==> config.mk <==
export PLATFORM = sky130hd
export DESIGN_NAME = dcoc_bank
export DESIGN_NICKNAME = d
export VERILOG_FILES = /design/src/rtl/dcoc_pkg.sv /design/src/rtl/dcoc_lane.sv /design/src/rtl/dcoc_merge.sv /design/src/rtl/dcoc_bank.sv
export SDC_FILE = /design/constraint.sdc
export NUM_CORES = 1
export LEC_CHECK = 0
export ABC_AREA = 1
export BUFFER_PORTS_ARGS = -buffer_cell sky130_fd_sc_hd__buf_2
export CAP_MARGIN = 25
export CORE_UTILIZATION = 40
export CTS_CLUSTER_SIZE = 40
export DETAILED_ROUTE_END_ITERATION = 8
export PLACE_DENSITY = 0.66
export RECOVER_POWER = 100
export SLEW_MARGIN = 20
export SYNTH_ARGS = -nofsm -noshare
export SYNTH_HDL_FRONTEND = slang
export SYNTH_HIERARCHICAL = 1
export SYNTH_SLANG_ARGS = --single-unit
==> constraint.sdc <==
create_clock -name clk -period 9.3 [get_ports clk]
set_input_delay 0.93 -clock clk [delete_from_list [all_inputs] [get_ports clk]]
set_output_delay 0.93 -clock clk [all_outputs]
set_load 0.01 [all_outputs]
==> src/rtl/dcoc_pkg.sv <==
package dcoc_pkg;

    // Control byte field positions (one byte per lane)
    localparam int FRZ_BIT = 7;
    localparam int BYP_BIT = 2;
    localparam int BW_LSB  = 4;
    localparam int BW_W    = 3;

    typedef enum logic [1:0] {
        LM_RUN    = 2'd0,
        LM_FREEZE = 2'd1,
        LM_BYPASS = 2'd2
    } lane_mode_e;

    typedef struct packed {
        lane_mode_e  mode;
        logic [3:0]  shift;
    } lane_cfg_t;

    // Bypass takes priority over freeze
    function automatic lane_cfg_t decode_ctrl(input logic [7:0] c);
        lane_cfg_t r;
        if (c[BYP_BIT])      r.mode = LM_BYPASS;
        else if (c[FRZ_BIT]) r.mode = LM_FREEZE;
        else                 r.mode = LM_RUN;
        r.shift = 4'(c[BW_LSB +: BW_W]) + 4'd1;
        return r;
    endfunction

endpackage

==> src/rtl/dcoc_lane.sv <==
module dcoc_lane
    import dcoc_pkg::*;
#(
    parameter int DW = 14,
    parameter int FW = 8
) (
    input  logic                 clk,
    input  logic                 rst,
    input  logic [7:0]           ctrl,
    input  logic [DW-2:0]        limit,
    input  logic                 in_valid,
    input  logic [DW-1:0]        in_data,
    input  logic                 take,
    output logic                 pend,
    output logic [DW-1:0]        dat,
    output logic [DW+FW-1:0]     est_q
);
    localparam int EW = DW + FW;

    lane_cfg_t cfg;
    assign cfg = decode_ctrl(ctrl);

    logic signed [EW-1:0] est;
    logic signed [EW:0]   x_ext, e_ext, diff, step, sum, lim_hi, lim_lo;
    logic signed [EW-1:0] upd;
    logic signed [DW-1:0] est_int;
    logic signed [DW:0]   corr;
    logic        [DW-1:0] dat_nx;

    localparam logic signed [DW:0] SMAX = $signed({2'b00, {(DW-1){1'b1}}});
    localparam logic signed [DW:0] SMIN = $signed({2'b11, {(DW-1){1'b0}}});

    // Leaky accumulator update with magnitude clamp
    always_comb begin
        x_ext  = $signed({in_data[DW-1], in_data, {FW{1'b0}}});
        e_ext  = $signed({est[EW-1], est});
        diff   = x_ext - e_ext;
        step   = diff >>> cfg.shift;
        sum    = e_ext + step;
        lim_hi = $signed({2'b00, limit, {FW{1'b0}}});
        lim_lo = -lim_hi;
        if (sum > lim_hi)      upd = lim_hi[EW-1:0];
        else if (sum < lim_lo) upd = lim_lo[EW-1:0];
        else                   upd = sum[EW-1:0];
    end

    // Subtract integer part of estimate, saturate
    always_comb begin
        est_int = est[EW-1:FW];
        corr    = $signed({in_data[DW-1], in_data}) - $signed({est_int[DW-1], est_int});
        if (cfg.mode == LM_BYPASS) dat_nx = in_data;
        else if (corr > SMAX)      dat_nx = SMAX[DW-1:0];
        else if (corr < SMIN)      dat_nx = SMIN[DW-1:0];
        else                       dat_nx = corr[DW-1:0];
    end

    always_ff @(posedge clk) begin
        if (rst) begin
            est  <= '0;
            pend <= 1'b0;
            dat  <= '0;
        end else if (in_valid) begin
            dat  <= dat_nx;
            pend <= 1'b1;
            if (cfg.mode == LM_RUN) est <= upd;
        end else if (take) begin
            pend <= 1'b0;
        end
    end

    assign est_q = est;

endmodule

==> src/rtl/dcoc_merge.sv <==
module dcoc_merge #(
    parameter int NL = 4,
    parameter int DW = 14
) (
    input  logic                     clk,
    input  logic                     rst,
    input  logic [NL-1:0]            pend,
    input  logic [NL-1:0][DW-1:0]    dat,
    output logic [NL-1:0]            take,
    output logic                     out_valid,
    output logic [$clog2(NL)-1:0]    out_core,
    output logic [DW-1:0]            out_data
);
    localparam int CL = $clog2(NL);

    logic [CL-1:0] ptr;

    always_comb begin
        take = '0;
        take[ptr] = pend[ptr];
    end

    always_ff @(posedge clk) begin
        if (rst) begin
            ptr       <= '0;
            out_valid <= 1'b0;
            out_core  <= '0;
            out_data  <= '0;
        end else if (pend[ptr]) begin
            out_valid <= 1'b1;
            out_core  <= ptr;
            out_data  <= dat[ptr];
            ptr       <= (ptr == CL'(NL-1)) ? '0 : ptr + 1'b1;
        end else begin
            out_valid <= 1'b0;
        end
    end

endmodule

==> src/rtl/dcoc_bank.sv <==
module dcoc_bank
    import dcoc_pkg::*;
#(
    parameter int NL = 4,
    parameter int DW = 14,
    parameter int FW = 8
) (
    input  logic                    clk,
    input  logic                    rst,
    input  logic [NL*8-1:0]         ctrl,
    input  logic [DW-2:0]           est_limit,
    input  logic [NL-1:0]           in_valid,
    input  logic [NL*DW-1:0]        in_data,
    output logic                    out_valid,
    output logic [$clog2(NL)-1:0]   out_core,
    output logic [DW-1:0]           out_data
);
    localparam int EW = DW + FW;

    logic [NL-1:0]          lane_pend;
    logic [NL-1:0]          lane_take;
    logic [NL-1:0][DW-1:0]  lane_dat;
    logic [NL-1:0][EW-1:0]  est_all;

    for (genvar i = 0; i < NL; i++) begin : g_lane
        dcoc_lane #(.DW(DW), .FW(FW)) u_lane (
            .clk      (clk),
            .rst      (rst),
            .ctrl     (ctrl[i*8 +: 8]),
            .limit    (est_limit),
            .in_valid (in_valid[i]),
            .in_data  (in_data[i*DW +: DW]),
            .take     (lane_take[i]),
            .pend     (lane_pend[i]),
            .dat      (lane_dat[i]),
            .est_q    (est_all[i])
        );
    end

    dcoc_merge #(.NL(NL), .DW(DW)) u_merge (
        .clk       (clk),
        .rst       (rst),
        .pend      (lane_pend),
        .dat       (lane_dat),
        .take      (lane_take),
        .out_valid (out_valid),
        .out_core  (out_core),
        .out_data  (out_data)
    );

endmodule

==> results.py, run 1 <==
metrics = {
    "run_status": {
        "status": "complete, but fails checks",
        "violations": "DRC, capacitance limit, slew limit",
    },
    "yosys": {
        "synth.avg_cell_area_um2": 5.87,
        "yosysWarnings": 6,
        "synth_cells": 4489,
        "ys_ff_latch": 167,
        "ys_seq_area_share_pct": 12.7,
        "synth.distinct_cells": 56,
        "netlist_area_um2": 26400,
        "synth_fp_nets": 4884,
    },
    "grt": {
        "antenna_found_initial": 2,
        "grt_overflow_total": 0,
        "track_usage_pct": 25.8,
        "grt_pass1_vias": 26300,
        "grt_max_degree": 63,
        "grt_first_pass_wirelength_um": 139000,
    },
    "floorplan": {
        "rows": 93,
        "start_util_pct": 40.7,
        "num_io_pins": 124,
        "core-area_um2": 64800,
        "die_w_um": 259,
        "fp.dieH_um": 259,
        "die_area_um2": 67000,
    },
    "cts": {
        "cts_hold_buf": 0,
        "htree_levels": 4,
        "clock_latency_ns": 0.49,
        "cts_buffer_depth": 2,
        "clkSinkCount": 167,
        "cts_root_buf": "clkbuf_16",
        "clk_pin_slew_ns": 0.07,
        "cts_tree": "built",
        "cts_resized": 0,
        "cts_buffers": 17,
        "post_cts_buffers": 0,
    },
    "setup_path": {
        "cp.required_ns": 9.67,
        "crit_path_max_fanout": 27,
        "crit_start": "ctrl[28]",
        "r2r_start": "g_lane[0].u_lane/est_q[12]",
        "crit_slowest_cell": "clkbuf_1",
        "critPathLaunchType": "input pin",
        "crit_path_end_kind": "flop",
        "cp.arrival_ns": 7.93,
        "ff2ff_setup_slack_ns": 2.15,
        "slowest_delay_ns": 0.69,
        "worst-setup-path-type": "input pin to flop",
        "path_common_cell": "nand2_1",
    },
    "place": {
        "dp_hpwl_um": 70900,
        "portBuffers": 111,
        "gp_congestion": 0.979,
        "place_area_um2": 27400,
        "place_ws_ns": 1.86,
        "place_inst": 5315,
    },
    "timing": {
        "tns_ns": 0,
        "finalSetupViolCount": 0,
        "fmax_mhz": 132,
        "rsz0062_at_grt": "no",
        "maxSlewViolCount": 125,
        "fin_crit_sh_pct": 81.2,
        "skew_ns": 0.0123,
        "final.setup.worst_slack_ns": 1.75,
        "whs_ns": 0.463,
        "slew-limit-headroom_pct": -113,
        "worst_pin_slew_ns": 3.20,
        "period_minus_slack_ns": 7.55,
        "hold_viol_final": 0,
    },
    "route": {
        "via_count": 28400,
        "viasPerCell": 5.31,
        "wl_per_cell_um": 16.3,
        "dr.pass1.iters": 9,
        "drc_errors": 3,
        "drtIter0Drc": 2279,
        "route.antenna.remaining_nets": 0,
        "routed_wl_um": 87200,
    },
    "pwr": {
        "ir_worst_vdd_uv": 163,
        "power.density_nw_per_um2": 181,
        "leakage_nw": 14.1,
        "power_mw": 5.04,
    },
    "final_layout": {
        "antennaDiodeCount": 0,
        "stdcell_count": 5347,
        "area_delta_synth_final_pct": 5.40,
        "layout.nets": 4874,
        "final_common_cell": "nand2_1",
        "drive_gt1_share_pct": 6.52,
        "fin_area_um2": 27800,
        "fin_util_pct": 42.9,
        "mostFrequentLayoutCells": "1,308 x nand2_1, 553 x inv_1, 386 x nand3_1",
    },
    "hold_path": {
        "min_from": "g_lane[1].u_lane/pend",
        "hp-class": "flop to flop",
    },
    "run": {
        "max_cap_violations": 2,
    },
}
[final cells by class]
type / count / area, um^2
clock buffers: 22 / 474
clock inverters: 10 / 81.3
fillers: 7220 / 37000
inverters: 589 / 2220
multi-input cells: 3582 / 20000
flip-flops and latches: 167 / 3340
well taps: 855 / 1070
repair buffers: 122 / 602
[synthesized netlist by cell type, drive strengths merged]
cell type  count  area (um^2)
a211oi         7         52.6
a21boi        10         90.1
a21o          33          248
a21oi        357         1880
a221oi         1         8.76
a311oi         4         35.0
a31o           8         70.1
a31oi          7         43.8
and2           1         6.26
buf           57          352
clkbuf        94          353
clkinv         9         35.0
dfxtp        167         3340
fa             8          160
ha           280         3500
inv          580         2190
mux2i          8         80.1
nand2       1338         5160
nand3        408         2190
nand3b        16          120
nand4         35          219
nor2         316         1290
nor3          49          290
nor4           1         21.3
o211ai        45          338
o21a           9         67.6
o21ai        372         1910
o21bai        18          146
o221ai        10         87.6
o22ai          1         6.26
or2           13         81.3
xnor2         48          420
xor2         179         1570
[worst max-delay path, delay by kind of cell]
| kind | cells | cell delay [ns] |
|---|---|---|
| adders and majority gates | 3 | 1.18 |
| and+or+nand+nor | 24 | 2.96 |
| buffers and inverters | 4 | 1.51 |
| AOI/OAI and AO/OA | 5 | 1.32 |
[flip-flops by register name (all words and copies together) (netlist names)]
register	count
g_lane.u_lane/dat	56
g_lane.u_lane/est_q	88
g_lane.u_lane/pend	4
u_merge/out_core	2
u_merge/out_data	14
u_merge/out_valid	1
u_merge/ptr	2
[power by group]
| group | internal (mW) | total (mW) | switching, mW |
|---|---|---|---|
| clock | 0.368 | 0.715 | 0.347 |
| sequential | 0.796 | 0.866 | 0.0708 |
| combinational | 1.13 | 3.46 | 2.32 |
[per-layer routing]
| metal | routed length (um) | track usage, % | vias up |
|---|---|---|---|
| met2 | 39300 | 42.7 | 722 |
| met5 | 13 | 0 | - |
| met4 | 2620 | 7.92 | 2 |
| met3 | 4600 | 3.59 | 125 |
| li1 | - | - | 14700 |
| met1 | 40700 | 34.6 | 12900 |
[cell families (layout without fill, tap and decap cells)]
logic type	after synthesis	count (layout)	share of synthesized area, %
multiplexers	8	8	0.304
XOR/XNOR	227	227	7.54
AO/OA/AOI/OAI	882	882	18.9
AND/OR/NAND/NOR	2177	2177	35.6
buffers and inverters	740	743	11.1
flip-flops	167	167	12.7
adder cells (fa/ha/maj)	288	288	13.9
[final timing paths]
path         depth (start not counted)                   endpoint
min                                  2      g_lane[1].u_lane/pend
max                                 36  g_lane[3].u_lane/est_q[0]
min reg2reg                          2      g_lane[1].u_lane/pend
max reg2reg                         39  g_lane[0].u_lane/est_q[4]
No activity file was read; power rests on OpenSTA's default activity.
==> inputs of run 2 (changes only) <==
PLACE_DENSITY = 0.68   (was 0.66)
clock period = 6.25 ns   (was 9.3 ns; I/O delays follow)
==> run 2 against run 1 <==
  * The run now ends clean
  * Largest power group unchanged
  * Utilization up 11 points
  * Die area stayed put
  * Critical path type is now flop to flop
  * Count of clock-buffer cells in the layout fell by 4
==> results.py, run 2 (same netlist as run 1, synthesis figures left out) <==
metrics = {
    "setup_path": {
        "critPathLaunchType": "flop",
        "crit_path_max_fanout": 7,
        "crit_slowest_cell": "fa_2",
        "cp.required_ns": 6.64,
        "worst-setup-path-type": "flop to flop",
        "crit_path_end_kind": "flop",
        "path_common_cell": "nand2_1",
        "reg2reg_depth": 43,
        "slowest_delay_ns": 0.43,
        "cp.arrival_ns": 6.37,
    },
    "pwr": {
        "internal-power_mw": 4.84,
        "p_switching_mw": 4.74,
        "ir_worst_vdd_uv": 281,
        "clock_power_share_pct": 12.4,
        "p_seq_share_pct": 13.5,
        "p_comb_share_pct": 74.1,
        "power.density_nw_per_um2": 275,
        "swShare_pct": 49.5,
        "leakage_nw": 17.7,
    },
    "floorplan": {
        "num_io_pins": 124,
        "core-area_um2": 64800,
        "die_area_um2": 67000,
        "rows": 93,
        "fp.dieH_um": 259,
        "start_util_pct": 40.7,
        "die_w_um": 259,
    },
    "grt": {
        "antenna_found_initial": 4,
        "grt_pass1_vias": 28300,
        "track_usage_pct": 27.0,
        "grt_max_degree": 55,
        "grt_overflow_total": 0,
        "grt_first_pass_wirelength_um": 146000,
    },
    "timing": {
        "slew-limit-headroom_pct": 4.86,
        "period_minus_slack_ns": 5.98,
        "whs_ns": 0.431,
        "rsz0062_at_grt": "yes",
        "hold_viol_final": 0,
        "maxSlewViolCount": 0,
        "skew_ns": 0.0137,
        "fin_crit_sh_pct": 95.7,
        "fmax_mhz": 167,
        "worst_pin_slew_ns": 1.43,
        "finalSetupViolCount": 0,
    },
    "cts": {
        "cts_root_buf": "clkbuf_16",
        "cts_buffers": 17,
        "cts_tree": "built",
        "htree_levels": 4,
        "clkSinkCount": 167,
        "clk_pin_slew_ns": 0.08,
        "cts_buffer_depth": 2,
        "clock_latency_ns": 0.50,
        "cts_hold_buf": 0,
    },
    "place": {
        "place_inst": 5912,
        "dp_hpwl_um": 76200,
        "portBuffers": 111,
        "gp_congestion": 0.998,
    },
    "final_layout": {
        "stdcell_count": 6003,
        "area_delta_synth_final_pct": 32.3,
        "drive_gt1_share_pct": 26.0,
        "seq_area_um2": 3400,
        "multi_input_area_um2": 22000,
        "layout.nets": 5527,
        "nFillCells": 6470,
        "mostFrequentLayoutCells": "1,221 x nand2_1, 655 x buf_4, 540 x inv_1",
        "largest_reg_flops": 88,
        "final_common_cell": "nand2_1",
    },
    "route": {
        "dr.pass1.iters": 6,
        "route.antenna.remaining_nets": 0,
        "wl_per_cell_um": 15.9,
        "drc_errors": 0,
        "drtIter0Drc": 2535,
        "via_count": 31200,
        "viasPerCell": 5.21,
        "routed_wl_um": 95200,
    },
    "hold_path": {
        "hold_depth": 3,
        "hp-class": "input pin to flop",
    },
    "run": {
        "max_cap_violations": 0,
    },
    "run_status": {
        "status": "finished clean",
    },
}
run 2: cell types whose count changed in the layout (fill, tap and decap cells not counted), sizes merged:
cell,previous run,this run
nand2,1338,1341
bufinv,0,3
inv,585,584
buf,97,753
diode,0,3
clkinv,10,12
clkbuf,47,37
run 2: cell type report:
type	count	area share (%)
timing repair buffer	772	15.9
antenna	3	0.0215
multi-input combinational	3585	63.1
clock inverter	14	0.592
inverter	589	6.37
sequential	167	9.75
tap	855	3.07
clock buffer	18	1.23
run 2: final timing paths:
| check | from | to | slack (ns) |
|---|---|---|---|
| worst min-delay path | in_valid[3] | g_lane[3].u_lane/dat[13] | 0.43 |
| worst max-delay path | g_lane[2].u_lane/est_q[1] | g_lane[2].u_lane/est_q[15] | 0.27 |
| worst min register to register | g_lane[0].u_lane/pend | g_lane[0].u_lane/pend | 0.46 |
| worst max register to register | g_lane[2].u_lane/est_q[1] | g_lane[2].u_lane/est_q[15] | 0.27 |
run 2: power by group through the flow:
stage | Combinational (mW) | Clock (mW) | Sequential (mW)
floorplan | 3.99 | 0 | 1.28
global placement | 6.26 | 0 | 1.31
detailed placement | 6.33 | 0 | 1.31
CTS | 6.38 | 1.21 | 1.29
global route | 7.83 | 1.24 | 1.31
finish | 7.10 | 1.19 | 1.29
run 2: through the flow:
step / setup slack, ns / instance area (um^2) / power (mW) / util [%] / setup TNS [ns]
after detailed placement: -0.356 / 31900 / 7.64 / 49.2 / -15.51
after global placement: -0.271 / 31900 / 7.57 / 49.2 / -10.02
final: 0.269 / 34900 / 9.58 / 53.8 / 0
after floorplan: 0.681 / 26400 / 5.28 / - / 0
after global routing: -0.106 / 34900 / 10.4 / 53.8 / -1.12
after CTS: 0.000804 / 32600 / 8.88 / 50.3 / 0
run 2: what timing repair did:
| action | CTS | global route |
|---|---|---|
| resized for setup | 8 | 469 |
| endpoints found under the setup margin | 29 | 88 |
| pin swaps | 2 | 181 |
| setup buffers | 0 | 53 |
| gates cloned | 0 | 3 |
run 2: critical path, delay by kind of cell, from the launching register on:
family / cells / cell delay, ns
AO/OA/AOI/OAI: 6 / 1.20
buffers and inverters: 6 / 0.67
XOR/XNOR: 1 / 0.19
flip-flops: 1 / 0.37
adder cells (fa/ha/maj): 3 / 0.81
AND/OR/NAND/NOR: 27 / 2.59
run 2: layer usage:
| metal | part of all wire (%) | vias up | GRT usage [%] |
|---|---|---|---|
| li1 | - | 16000 | - |
| met1 | 46 | 14400 | 36.3 |
| met2 | 46 | 781 | 44.5 |
| met3 | 4.7 | 155 | 2.54 |
| met4 | 3.4 | 0 | 10.2 |
| met5 | 0 | - | 0 |
